## src/rtl/pdc_pkg.sv

```systemverilog
package pdc_pkg;

  typedef enum logic [1:0] {
    PS_OFF   = 2'd0,
    PS_ON    = 2'd1,
    PS_GATED = 2'd2
  } pwr_state_e;

  localparam logic [2:0] WIN_STATE  = 3'd0;
  localparam logic [2:0] WIN_VOLT   = 3'd1;
  localparam logic [2:0] WIN_CAP    = 3'd2;
  localparam logic [2:0] WIN_STDLY  = 3'd3;
  localparam logic [2:0] WIN_VDLY   = 3'd4;

  // delay slot index within a domain group
  localparam int SLOT_ON_OFF    = 0;
  localparam int SLOT_OFF_ON    = 1;
  localparam int SLOT_ON_GATED  = 2;
  localparam int SLOT_GATED_ON  = 3;
  localparam int SLOTS_PER_DOM  = 4;

  typedef struct packed {
    logic       stateWr;
    logic       voltWr;
    logic       capWr;
    logic       stDlyWr;
    logic       vDlyWr;
    logic       rdStb;
    logic [2:0] rdWin;
  } ctrl_strobe_t;

endpackage

```

## src/rtl/pdc_ctrl.sv

```systemverilog
module pdc_ctrl
  import pdc_pkg::*;
#(
  parameter int N_DOM = 4,
  parameter int OFS_W = 4
) (
  input  logic               clk,
  input  logic               rstN,
  input  logic               busWrEn,
  input  logic               busRdEn,
  input  logic [OFS_W+2:0]   busAddr,
  output ctrl_strobe_t       strb,
  output logic               busRdValid
);

  localparam logic [31:0] DOM_LIM = 32'(N_DOM);
  localparam logic [31:0] DLY_LIM = 32'(SLOTS_PER_DOM * N_DOM);

  logic [2:0]       win;
  logic [OFS_W-1:0] ofs;
  logic             domOk;
  logic             dlyOk;

  assign win   = busAddr[OFS_W+2:OFS_W];
  assign ofs   = busAddr[OFS_W-1:0];
  assign domOk = 32'(ofs) < DOM_LIM;
  assign dlyOk = 32'(ofs) < DLY_LIM;

  always_comb begin
    strb         = '0;
    strb.stateWr = busWrEn && (win == WIN_STATE) && domOk;
    strb.voltWr  = busWrEn && (win == WIN_VOLT)  && domOk;
    strb.capWr   = busWrEn && (win == WIN_CAP);
    strb.stDlyWr = busWrEn && (win == WIN_STDLY) && dlyOk;
    strb.vDlyWr  = busWrEn && (win == WIN_VDLY);
    strb.rdStb   = busRdEn;
    strb.rdWin   = win;
  end

  always_ff @(posedge clk) begin
    if (!rstN) busRdValid <= 1'b0;
    else       busRdValid <= busRdEn;
  end

  // read answer comes exactly one cycle after the request
  a_r11_rd_latency: assert property (@(posedge clk) disable iff (!rstN)
    busRdEn |=> busRdValid);
  a_r11_no_spurious_valid: assert property (@(posedge clk) disable iff (!rstN)
    !busRdEn |=> !busRdValid);

endmodule

```

## src/rtl/pdc_domain.sv

```systemverilog
module pdc_domain
  import pdc_pkg::*;
#(
  parameter int VOLT_W = 8,
  parameter int DLY_W  = 16
) (
  input  logic                    clk,
  input  logic                    rstN,
  input  logic                    stReq,
  input  logic [1:0]              stCode,
  input  logic                    vReq,
  input  logic [VOLT_W-1:0]       vCode,
  input  logic [3:0][DLY_W-1:0]   dlyCfg,
  input  logic [DLY_W-1:0]        vDelay,
  output pwr_state_e              curState,
  output logic [VOLT_W-1:0]       curVolt,
  output logic                    pending
);

  pwr_state_e        reqState;
  pwr_state_e        tgtState;
  logic [VOLT_W-1:0] tgtVolt;
  logic              tgtIsVolt;
  logic [DLY_W-1:0]  timer;
  logic [DLY_W-1:0]  stDelay;
  logic              stChange;

  always_comb begin
    if (!stCode[0])     reqState = PS_OFF;
    else if (stCode[1]) reqState = PS_ON;
    else                reqState = PS_GATED;
  end

  // direction of move picks the delay slot
  always_comb begin
    stDelay = dlyCfg[SLOT_ON_OFF];
    unique case ({curState, reqState})
      {PS_ON,    PS_OFF}:   stDelay = dlyCfg[SLOT_ON_OFF];
      {PS_OFF,   PS_ON}:    stDelay = dlyCfg[SLOT_OFF_ON];
      {PS_ON,    PS_GATED}: stDelay = dlyCfg[SLOT_ON_GATED];
      {PS_GATED, PS_ON}:    stDelay = dlyCfg[SLOT_GATED_ON];
      {PS_OFF,   PS_GATED}: stDelay = dlyCfg[SLOT_OFF_ON];
      {PS_GATED, PS_OFF}:   stDelay = dlyCfg[SLOT_ON_OFF];
      default:              stDelay = dlyCfg[SLOT_ON_OFF];
    endcase
  end

  assign stChange = stReq && (reqState != curState);

  always_ff @(posedge clk) begin
    if (!rstN) begin
      curState  <= PS_OFF;
      curVolt   <= '0;
      tgtState  <= PS_OFF;
      tgtVolt   <= '0;
      tgtIsVolt <= 1'b0;
      timer     <= '0;
      pending   <= 1'b0;
    end else if (stChange) begin
      pending   <= 1'b1;
      tgtIsVolt <= 1'b0;
      tgtState  <= reqState;
      timer     <= stDelay;
    end else if (vReq) begin
      pending   <= 1'b1;
      tgtIsVolt <= 1'b1;
      tgtVolt   <= vCode;
      timer     <= vDelay;
    end else if (pending) begin
      if (timer == '0) begin
        pending <= 1'b0;
        if (tgtIsVolt) curVolt  <= tgtVolt;
        else           curState <= tgtState;
      end else begin
        timer <= timer - 1'b1;
      end
    end
  end

  // outputs move only when a pending request has run its timer out
  a_r3_apply_after_timeout: assert property (@(posedge clk) disable iff (!rstN)
    (curState != $past(curState)) |-> $past(pending && timer == '0));
  a_r6_volt_after_timeout: assert property (@(posedge clk) disable iff (!rstN)
    (curVolt != $past(curVolt)) |-> $past(pending && timer == '0 && tgtIsVolt));
  // the unused code 3 never reaches a domain
  a_r2_legal_state: assert property (@(posedge clk) disable iff (!rstN)
    curState != 2'd3);
  // an expired request with nothing new behind it leaves the pending state
  a_r7_pend_drains: assert property (@(posedge clk) disable iff (!rstN)
    (pending && timer == '0 && !stChange && !vReq) |=> !pending);

endmodule

```

## src/rtl/pdc_datapath.sv

```systemverilog
module pdc_datapath
  import pdc_pkg::*;
#(
  parameter int N_DOM  = 4,
  parameter int VOLT_W = 8,
  parameter int DLY_W  = 16,
  parameter int CNT_W  = 32,
  parameter int OFS_W  = 4
) (
  input  logic                      clk,
  input  logic                      rstN,
  input  ctrl_strobe_t              strb,
  input  logic [OFS_W-1:0]          ofs,
  input  logic [31:0]               wrData,
  output logic [31:0]               rdData,
  output logic [2*N_DOM-1:0]        domState,
  output logic [VOLT_W*N_DOM-1:0]   domVolt
);

  localparam int N_SLOT = SLOTS_PER_DOM * N_DOM;
  localparam int INC_W  = $clog2(N_DOM + 1);

  logic [DLY_W-1:0]  dlyReg [N_SLOT];
  logic [DLY_W-1:0]  vDelay;
  logic [CNT_W-1:0]  capCnt;
  logic              capRun;
  logic              capStart;
  logic [INC_W-1:0]  onCount;
  logic [CNT_W:0]    capSum;

  pwr_state_e        stArr   [N_DOM];
  logic [VOLT_W-1:0] voltArr [N_DOM];
  logic [N_DOM-1:0]  pendVec;

  // configuration registers
  always_ff @(posedge clk) begin
    if (!rstN) begin
      for (int i = 0; i < N_SLOT; i++) dlyReg[i] <= '0;
      vDelay <= '0;
    end else begin
      if (strb.stDlyWr) dlyReg[ofs] <= wrData[DLY_W-1:0];
      if (strb.vDlyWr)  vDelay      <= wrData[DLY_W-1:0];
    end
  end

  // per-domain sequencers
  for (genvar d = 0; d < N_DOM; d++) begin : g_dom
    logic [3:0][DLY_W-1:0] cfg;
    logic                  hit;
    for (genvar k = 0; k < SLOTS_PER_DOM; k++) begin : g_cfg
      assign cfg[k] = dlyReg[SLOTS_PER_DOM*d + k];
    end
    assign hit = (32'(ofs) == 32'(d));

    pdc_domain #(.VOLT_W(VOLT_W), .DLY_W(DLY_W)) u_dom (
      .clk      (clk),
      .rstN     (rstN),
      .stReq    (strb.stateWr && hit),
      .stCode   (wrData[1:0]),
      .vReq     (strb.voltWr && hit),
      .vCode    (wrData[VOLT_W-1:0]),
      .dlyCfg   (cfg),
      .vDelay   (vDelay),
      .curState (stArr[d]),
      .curVolt  (voltArr[d]),
      .pending  (pendVec[d])
    );

    assign domState[2*d +: 2]       = stArr[d];
    assign domVolt[VOLT_W*d +: VOLT_W] = voltArr[d];
  end

  // activity capture
  always_comb begin
    onCount = '0;
    for (int d = 0; d < N_DOM; d++)
      if (stArr[d] == PS_ON) onCount = onCount + 1'b1;
  end

  assign capStart = strb.capWr && wrData[0];
  assign capSum   = {1'b0, capCnt} + (CNT_W+1)'(onCount);

  always_ff @(posedge clk) begin
    if (!rstN) begin
      capRun <= 1'b0;
      capCnt <= '0;
    end else if (capStart) begin
      capRun <= 1'b1;
      capCnt <= '0;
    end else begin
      if (capRun) capCnt <= capSum[CNT_W] ? '1 : capSum[CNT_W-1:0];
      if (strb.capWr) capRun <= 1'b0;
    end
  end

  // read port
  always_ff @(posedge clk) begin
    if (!rstN) begin
      rdData <= '0;
    end else if (strb.rdStb) begin
      rdData <= '0;
      unique case (strb.rdWin)
        WIN_STATE: begin
          for (int d = 0; d < N_DOM; d++)
            if (32'(ofs) == 32'(d)) rdData <= {pendVec[d], 29'd0, stArr[d]};
        end
        WIN_VOLT: begin
          for (int d = 0; d < N_DOM; d++)
            if (32'(ofs) == 32'(d)) rdData <= 32'(voltArr[d]);
        end
        WIN_CAP:   rdData <= 32'(capCnt);
        WIN_STDLY: begin
          if (32'(ofs) < 32'(N_SLOT)) rdData <= 32'(dlyReg[ofs]);
        end
        WIN_VDLY:  rdData <= 32'(vDelay);
        default:   rdData <= '0;
      endcase
    end
  end

  // a stopped capture keeps its value
  a_r9_hold_when_idle: assert property (@(posedge clk) disable iff (!rstN)
    (!capRun && !capStart) |=> $stable(capCnt));
  // the count sticks at its maximum
  a_r10_no_wrap: assert property (@(posedge clk) disable iff (!rstN)
    (capCnt == '1 && !capStart) |=> capCnt == '1);
  a_r9_start_clears: assert property (@(posedge clk) disable iff (!rstN)
    capStart |=> (capCnt == '0 && capRun));

endmodule

```

## src/rtl/pdc_top.sv

```systemverilog
module pdc_top
  import pdc_pkg::*;
#(
  parameter int N_DOM  = 4,
  parameter int VOLT_W = 8,
  parameter int DLY_W  = 16,
  parameter int CNT_W  = 32,
  localparam int OFS_W = $clog2(SLOTS_PER_DOM * N_DOM),
  localparam int ADDR_W = OFS_W + 3
) (
  input  logic                     clk,
  input  logic                     rstN,
  input  logic                     busWrEn,
  input  logic                     busRdEn,
  input  logic [ADDR_W-1:0]        busAddr,
  input  logic [31:0]              busWrData,
  output logic [31:0]              busRdData,
  output logic                     busRdValid,
  output logic [2*N_DOM-1:0]       domState,
  output logic [VOLT_W*N_DOM-1:0]  domVolt
);

  ctrl_strobe_t strb;

  pdc_ctrl #(.N_DOM(N_DOM), .OFS_W(OFS_W)) u_ctrl (
    .clk        (clk),
    .rstN       (rstN),
    .busWrEn    (busWrEn),
    .busRdEn    (busRdEn),
    .busAddr    (busAddr),
    .strb       (strb),
    .busRdValid (busRdValid)
  );

  pdc_datapath #(
    .N_DOM(N_DOM), .VOLT_W(VOLT_W), .DLY_W(DLY_W), .CNT_W(CNT_W), .OFS_W(OFS_W)
  ) u_dp (
    .clk      (clk),
    .rstN     (rstN),
    .strb     (strb),
    .ofs      (busAddr[OFS_W-1:0]),
    .wrData   (busWrData),
    .rdData   (busRdData),
    .domState (domState),
    .domVolt  (domVolt)
  );

endmodule

```

## config.mk

```make
export PLATFORM = sky130hd
export DESIGN_NAME = pdc_top
export DESIGN_NICKNAME = d
export VERILOG_FILES = /design/src/rtl/pdc_pkg.sv /design/src/rtl/pdc_ctrl.sv /design/src/rtl/pdc_domain.sv /design/src/rtl/pdc_datapath.sv /design/src/rtl/pdc_top.sv
export SDC_FILE = /design/constraint.sdc
export NUM_CORES = 1
export LEC_CHECK = 0
export ABC_CLOCK_PERIOD_IN_PS = 8000
export BUFFER_PORTS_ARGS = -buffer_cell sky130_fd_sc_hd__buf_2
export CAP_MARGIN = 20
export CORE_MARGIN = 3
export CORE_UTILIZATION = 60
export CTS_CLUSTER_SIZE = 14
export DETAILED_ROUTE_END_ITERATION = 6
export PLACE_DENSITY = 0.89
export SYNTH_ARGS = -nofsm -noshare
export SYNTH_HDL_FRONTEND = slang
export SYNTH_HIERARCHICAL = 1
export SYNTH_SLANG_ARGS = --single-unit
```

## constraint.sdc

```tcl
create_clock -name clk -period 8 [get_ports clk]
set_input_delay 0.4 -clock clk [delete_from_list [all_inputs] [get_ports clk]]
set_output_delay 0.4 -clock clk [all_outputs]
set_load 0.01 [all_outputs]
```

==> results.toml, run 1 <==
[finish]
design_area_um2 = 29200
layout_commonest_cell = "and2_1"
layout.nets = 2664
drive_above_1_share_pct = 15.5
mostFrequentLayoutCells = "258 x and2_1, 256 x edfxtp_1, 234 x dfxtp_1, 199 x nand2_1, 179 x a21oi_1"
n_fill_cell = 3202
syn_to_final_growth_pct = 8.27

[logic_synthesis]
synthDistinctLibCells = 88
synth_area_um2 = 27000
synth_largest_area_cell = "edfxtp_1"
async_flop_share_pct = 0
muxShareOfSynthArea_pct = 7.51
ys_warn_count = 6
synth_top_cells_by_area = "edfxtp_1 29%, dfxtp_1 17%, and2_1 6.0%"
synth-simple-area-share_pct = 23.6
ys_ff_latch = 490
synth_ff_type = "edfxtp_1"
synth_top_family_by_area = "simple AND/OR/NAND/NOR gates"
synth_compound_area_share_pct = 16.4
ys_seq_area_share_pct = 45.9
netlist_instances = 2622
yosys.area_share.adder_pct = 0.483
yosys.area.top_type_share_pct = 28.5
synth.avg_cell_area_um2 = 10.3
synth_edf_count = 256
synth_nets = 2674
synth-xor-area-share_pct = 1.95

[global_route]
grt.total_usage_pct = 35.7
grt_pass1_vias = 21600
grt_overflow_total = 0
grt_pass1_wl_mm = 129
grt_max_degree = 159
antenna_found_initial = 9

[outcome]
status = "completed"

[timing]
period_share_pct = 51.8
tightest_slew_ns = 1.22
fin_crit_ns = 4.14
slew_viol_final = 0
hold_slack_ns = 0.170
hold_viol_final = 0
fmax_ghz = 0.241
setup_tns_ns = 0
rsz0062_at_grt = "false"
finalSetupViolCount = 0
relSlewSlack_pct = 18.2
worst_clock_skew_ns = 0.0247

[pwr]
p_int_uw = 4180
leakage_uw = 0.0101
power_frac_clock_pct = 42.7
vdd_drop_max_mv = 0.170
comb_power_share_pct = 7.0
p_sw_uw = 1320
seqPwrFrac_pct = 50.3
totalPowerFinal_uw = 5500
p_sw_share_pct = 24.0
powerDensity_nw_per_um2 = 189

[floorplan]
core-area_um2 = 44300
num_rows = 77
die_y_um = 218
initial_utilization_pct = 60.8
die_area_um2 = 47500
io_pins = 116
dieWidth_um = 218

[placed_design]
numPortBuffers = 99
place_congestion = 1.00
dp_hpwl_mm = 57.0
postPlaceCellArea_um2 = 27500

[worst_setup_path]
start_kind = "flop"
slowest_delay_ns = 0.82
crit_path_end_kind = "flop"
crit_chain = "nor2b_1, xnor2_1, xnor2_1, ha_1, mux2_2, ha_1, a211oi_1, nor2_1, nand4b_1, o21ba_1, a311oi_1"
crit_path_top_delay_cell = "dfxtp_1"
cp_top_family = "simple AND/OR/NAND/NOR gates"
crit_arrival_ns = 4.64
cp_max_fo = 20
crit_buf_inv = 0
worstSetupPathType = "flop to flop"
critical_path_required_ns = 8.50

[detailed_routing]
wl_mm = 87.0
vias_per_cell = 7.05
drc_errors = 0
final_antenna_net_count = 0
wl_per_cell_um = 26.8
vias = 22900
drtPass1Iterations = 6
drt_iter0_markers = 3750

[worst_hold_path]
hold_class = "input pin to flop"

[cts]
postCtsSetupBuffers = 0
cts_buffers = 49
cts_buffer_depth = 3
cts_sinks = 490
clk_pin_slew_ns = 0.06
htree_levels = 2
holdBufCountCts = 0
cts_resized = 0
cts_tree = "done"
root_buffer = "clkbuf_16"
clk_latency_ns = 0.61

[flow_run]
drv_cap = 0
## routing by layer
layer / vias to the layer above / global-route usage, % / part of all wire, %
li1: 9719 / - / -
met1: 10900 / 45.0 / 35
met2: 1875 / 54.0 / 44
met3: 397 / 11.1 / 14
met4: 12 / 21.6 / 7.2
met5: - / 0 / 0.090
## layout make-up
class / count / area, um2 / share of cell area [%]
repair buffers: 144 / 857 / 2.94
clock inverters: 21 / 243 / 0.832
diodes: 3 / 7.51 / 0.0257
clock buffers: 68 / 1380 / 4.73
well taps: 592 / 741 / 2.54
multi-input cells: 1898 / 13500 / 46.2
flip-flops and latches: 490 / 12400 / 42.4
inverters: 29 / 109 / 0.373
## metrics by stage
step           worst slack, ns  std cells  utilization [%]
5_1_grt                   3.73       3242             65.8
6_report                  3.86       3245             65.9
4_1_cts                   4.00       3239             65.8
3_5_place_dp              3.81       3150             62.1
3_3_place_gp              3.91       3150             62.1
2_1_floorplan             5.13       2622                -
## final timing paths
check / start / to / slack (ns) / cells after the start
setup / recovery: u_dp/g_dom[1].u_dom/curState[1] / u_dp/capCnt[31] / 3.86 / 11
hold / removal: rstN / u_dp/rdData[1] / 0.17 / 3
setup reg to reg: u_dp/g_dom[1].u_dom/curState[1] / u_dp/capCnt[31] / 3.86 / 11
hold reg to reg: u_dp/g_dom[3].u_dom/tgtVolt[5] / u_dp/g_dom[3].u_dom/tgtVolt[5] / 0.45 / 2
## worst register-to-register path, delay by kind of cell (launching register included)
| family | cells | cell delay [ns] |
|---|---|---|
| fa+ha+maj | 2 | 0.58 |
| mux | 1 | 0.28 |
| xor+xnor | 2 | 0.48 |
| flops | 1 | 0.82 |
| simple gates | 3 | 1.31 |
| compound gates | 3 | 0.56 |
## Yosys cell counts, types with 13 or more instances
| cell | count |
|---|---|
| o211ai_1 | 46 |
| a311oi_1 | 13 |
| xnor2_1 | 33 |
| or3_1 | 16 |
| nand2_1 | 199 |
| a21boi_0 | 16 |
| a211oi_1 | 16 |
| a221oi_1 | 36 |
| o21a_1 | 33 |
| nand4_1 | 34 |
| clkbuf_1 | 119 |
| mux4_2 | 64 |
| buf_6 | 22 |
| mux2i_1 | 30 |
| mux2_2 | 16 |
| nor2b_1 | 97 |
| nor4_1 | 18 |
| o21ai_2 | 36 |
| dfxtp_1 | 234 |
| and2_1 | 258 |
| xor2_1 | 27 |
| buf_2 | 41 |
| and3_1 | 14 |
| a31oi_1 | 21 |
| a22oi_1 | 40 |
| nor3_1 | 30 |
| nand2b_1 | 96 |
| nor2_1 | 100 |
| a21oi_1 | 179 |
| inv_1 | 25 |
| edfxtp_1 | 256 |
| nand3_1 | 132 |
| o21ai_0 | 67 |
## power groups by stage
stage	logic, uW	clock network (uW)	registers (uW)
finish	387	2350	2770
global route	397	2450	2770
CTS	368	2350	2760
detailed placement	365	0	2820
global placement	354	0	2810
floorplan	238	0	2790
## registers in the layout, summed over array words and instances (netlist names)
name                        flops
u_dp/g_dom.u_dom/curVolt       32
u_dp/g_dom.u_dom/tgtVolt       32
u_dp/dlyReg                   256
u_ctrl/busRdValid               1
u_dp/g_dom.u_dom/tgtState       8
u_dp/g_dom.u_dom/timer         64
u_dp/vDelay                    16
u_dp/capRun                     1
u_dp/capCnt                    32
u_dp/g_dom.u_dom/curState       8
u_dp/rdData                    32
u_dp/g_dom.u_dom/pending        4
u_dp/g_dom.u_dom/tgtIsVolt      4
## cell families (layout without fill, tap and decap cells)
kind of cell | after synthesis | count (layout)
fa+ha+maj | 10 | 10
flops | 490 | 490
buf+inv | 234 | 262
mux | 119 | 119
other cells | 0 | 3
xor+xnor | 60 | 60
compound gates | 623 | 623
simple gates | 1086 | 1086
Power figures use the tool's default switching activity.
==> run 2: changes to the inputs <==
Settings changed: ABC_CLOCK_PERIOD_IN_PS 8000 to 4000.
Clock period 8 ns to 4 ns, I/O delays scaled along.
==> run 2 against run 1 <==
Against the previous run: the run now ends with design-rule violations left; first-iteration DRC count up 17%; routed wire length up 3.5%; flip-flop and latch count unchanged.
==> results.toml, run 2 (synthesis gave the netlist of run 1 again) <==
[outcome]
status = "finished, violations left"
violations = "design-rule violations"

[worst_setup_path]
worstSetupStartpoint = "u_dp/g_dom[2].u_dom/curState[0]"
crit_arrival_ns = 3.98
cp_max_fo = 24
crit_path_top_delay_cell = "nor2b_1"
cp_top_family = "simple AND/OR/NAND/NOR gates"
slowest_delay_ns = 0.46
crit_chain = "nor2b_1, xnor2_1, xnor2_1, ha_1, mux2_2, inv_1, fa_1, nor2b_1, o2111a_1, and4_1, nand2_2, a21oi_1"
r2r-start = "u_dp/g_dom[2].u_dom/curState[0]"
worstSetupPathType = "flop to flop"
critical_path_required_ns = 4.50
crit_path_end_kind = "flop"
crit_buf_inv = 1
start_kind = "flop"

[worst_hold_path]
hold_start = "busWrData[11]"
hold_class = "input pin to flop"

[cts]
root_buffer = "clkbuf_16"
cts_resized = 0
htree_levels = 2
holdBufCountCts = 1
cts_tree = "done"
clk_latency_ns = 0.61
cts_buffer_depth = 3
clk_pin_slew_ns = 0.06
cts_buffers = 50
cts_sinks = 490
postCtsSetupBuffers = 0

[timing]
finalSetupViolCount = 0
tightest_slew_ns = 1.19
hold_viol_final = 0
slew_viol_final = 0
relSlewSlack_pct = 20.3
setup_tns_ns = 0
worst_clock_skew_ns = 0.0223
rsz0062_at_grt = "false"
fin_crit_ns = 3.49
fmax_ghz = 0.287
period_share_pct = 87.1
setup_ws_ns = 0.514

[placed_design]
dp_hpwl_mm = 59.0
numPortBuffers = 99
postPlaceCellArea_um2 = 27700
pre_cts_ws_ns = 0.621
place_congestion = 0.994

[pwr]
power_frac_clock_pct = 43.9
seqPwrFrac_pct = 49.0
p_sw_uw = 2680
vdd_drop_max_mv = 0.334
leakage_uw = 0.0103
powerDensity_nw_per_um2 = 383
p_sw_share_pct = 23.7
p_int_uw = 8630
comb_power_share_pct = 7.2

[floorplan]
core-area_um2 = 44300
dieWidth_um = 218
io_pins = 116
die_area_um2 = 47500
die_y_um = 218
num_rows = 77
initial_utilization_pct = 60.8

[detailed_routing]
vias_per_cell = 7.07
vias = 23200
drtPass1Iterations = 7
wl_per_cell_um = 27.5
drc_errors = 23
final_antenna_net_count = 0
wl_mm = 90.1
drt_iter0_markers = 4381

[flow_run]
drv_cap = 0

[global_route]
grt_pass1_wl_mm = 133
grt.total_usage_pct = 36.8
grt_pass1_vias = 21900
grt_max_degree = 151
antenna_found_initial = 6
grt_overflow_total = 0

[finish]
fin_util_pct = 66.6
regMostFlops = "u_dp/dlyReg"
layout_commonest_cell = "and2_1"
syn_to_final_growth_pct = 9.53
reg.largest.list = "u_dp/dlyReg: 256 flops, u_dp/g_dom.u_dom/timer: 64 flops"
drive_above_1_share_pct = 16.6
layout.nets = 2694
design_area_um2 = 29500
n_fill_cell = 3162
largest_reg_flops = 256
mostFrequentLayoutCells = "258 x and2_1, 256 x edfxtp_1, 234 x dfxtp_1, 199 x nand2_1, 179 x a21oi_1"
run 2: stage by stage:
stage / total power (uW) / hold slack [ns] / instances
2_1_floorplan: 6060 / 0.322 / 2622
3_3_place_gp: 6350 / 0.444 / 3175
3_5_place_dp: 6390 / 0.449 / 3175
4_1_cts: 11300 / 0.0725 / 3268
5_1_grt: 11500 / 0.0989 / 3274
6_report: 11300 / 0.101 / 3276
run 2: worst reg2reg max path, delay by kind of cell, from the launching register on:
| family | cells | cell delay [ns] |
|---|---|---|
| AOI/OAI and AO/OA | 2 | 0.52 |
| buffers and inverters | 1 | 0.06 |
| DFF | 1 | 0.33 |
| xor gates and xnor gates | 2 | 0.33 |
| adders and majority gates | 2 | 0.73 |
| and+or+nand+nor | 4 | 1.25 |
| muxes | 1 | 0.16 |
run 2: power groups by stage:
stage | sequential [uW] | combinational [uW] | clock, uW
6_report | 5530 | 811 | 4960
5_1_grt | 5540 | 823 | 5150
4_1_cts | 5530 | 765 | 4970
3_5_place_dp | 5630 | 755 | 0
3_3_place_gp | 5610 | 734 | 0
2_1_floorplan | 5580 | 476 | 0
run 2: metal layers:
layer | part of all wire [%] | wire (um) | up-vias | track usage [%]
li1 | - | - | 9776 | -
met1 | 34 | 30700 | 10900 | 46.2
met2 | 42 | 38100 | 1968 | 53.7
met3 | 16 | 14100 | 476 | 13.7
met4 | 7.8 | 7060 | 14 | 23.6
met5 | 0.11 | 103 | - | 0
run 2: worst paths after layout:
kind / endpoint / slack (ns) / depth (start not counted)
worst max-delay path: u_dp/capCnt[27] / 0.51 / 12
worst min register to register: u_dp/g_dom[3].u_dom/curVolt[5] / 0.46 / 2
worst min-delay path: u_dp/vDelay[11] / 0.10 / 3
worst max register to register: u_dp/capCnt[27] / 0.51 / 12
run 2: layout make-up:
class	count	area (um2)	area share, %
multi-input cells	1898	13500	45.6
flip-flops and latches	490	12400	41.9
clock buffers	70	1460	4.95
repair buffers	173	1100	3.72
well taps	592	741	2.51
clock inverters	22	273	0.924
inverters	29	109	0.369
diodes	2	5.00	0.0170
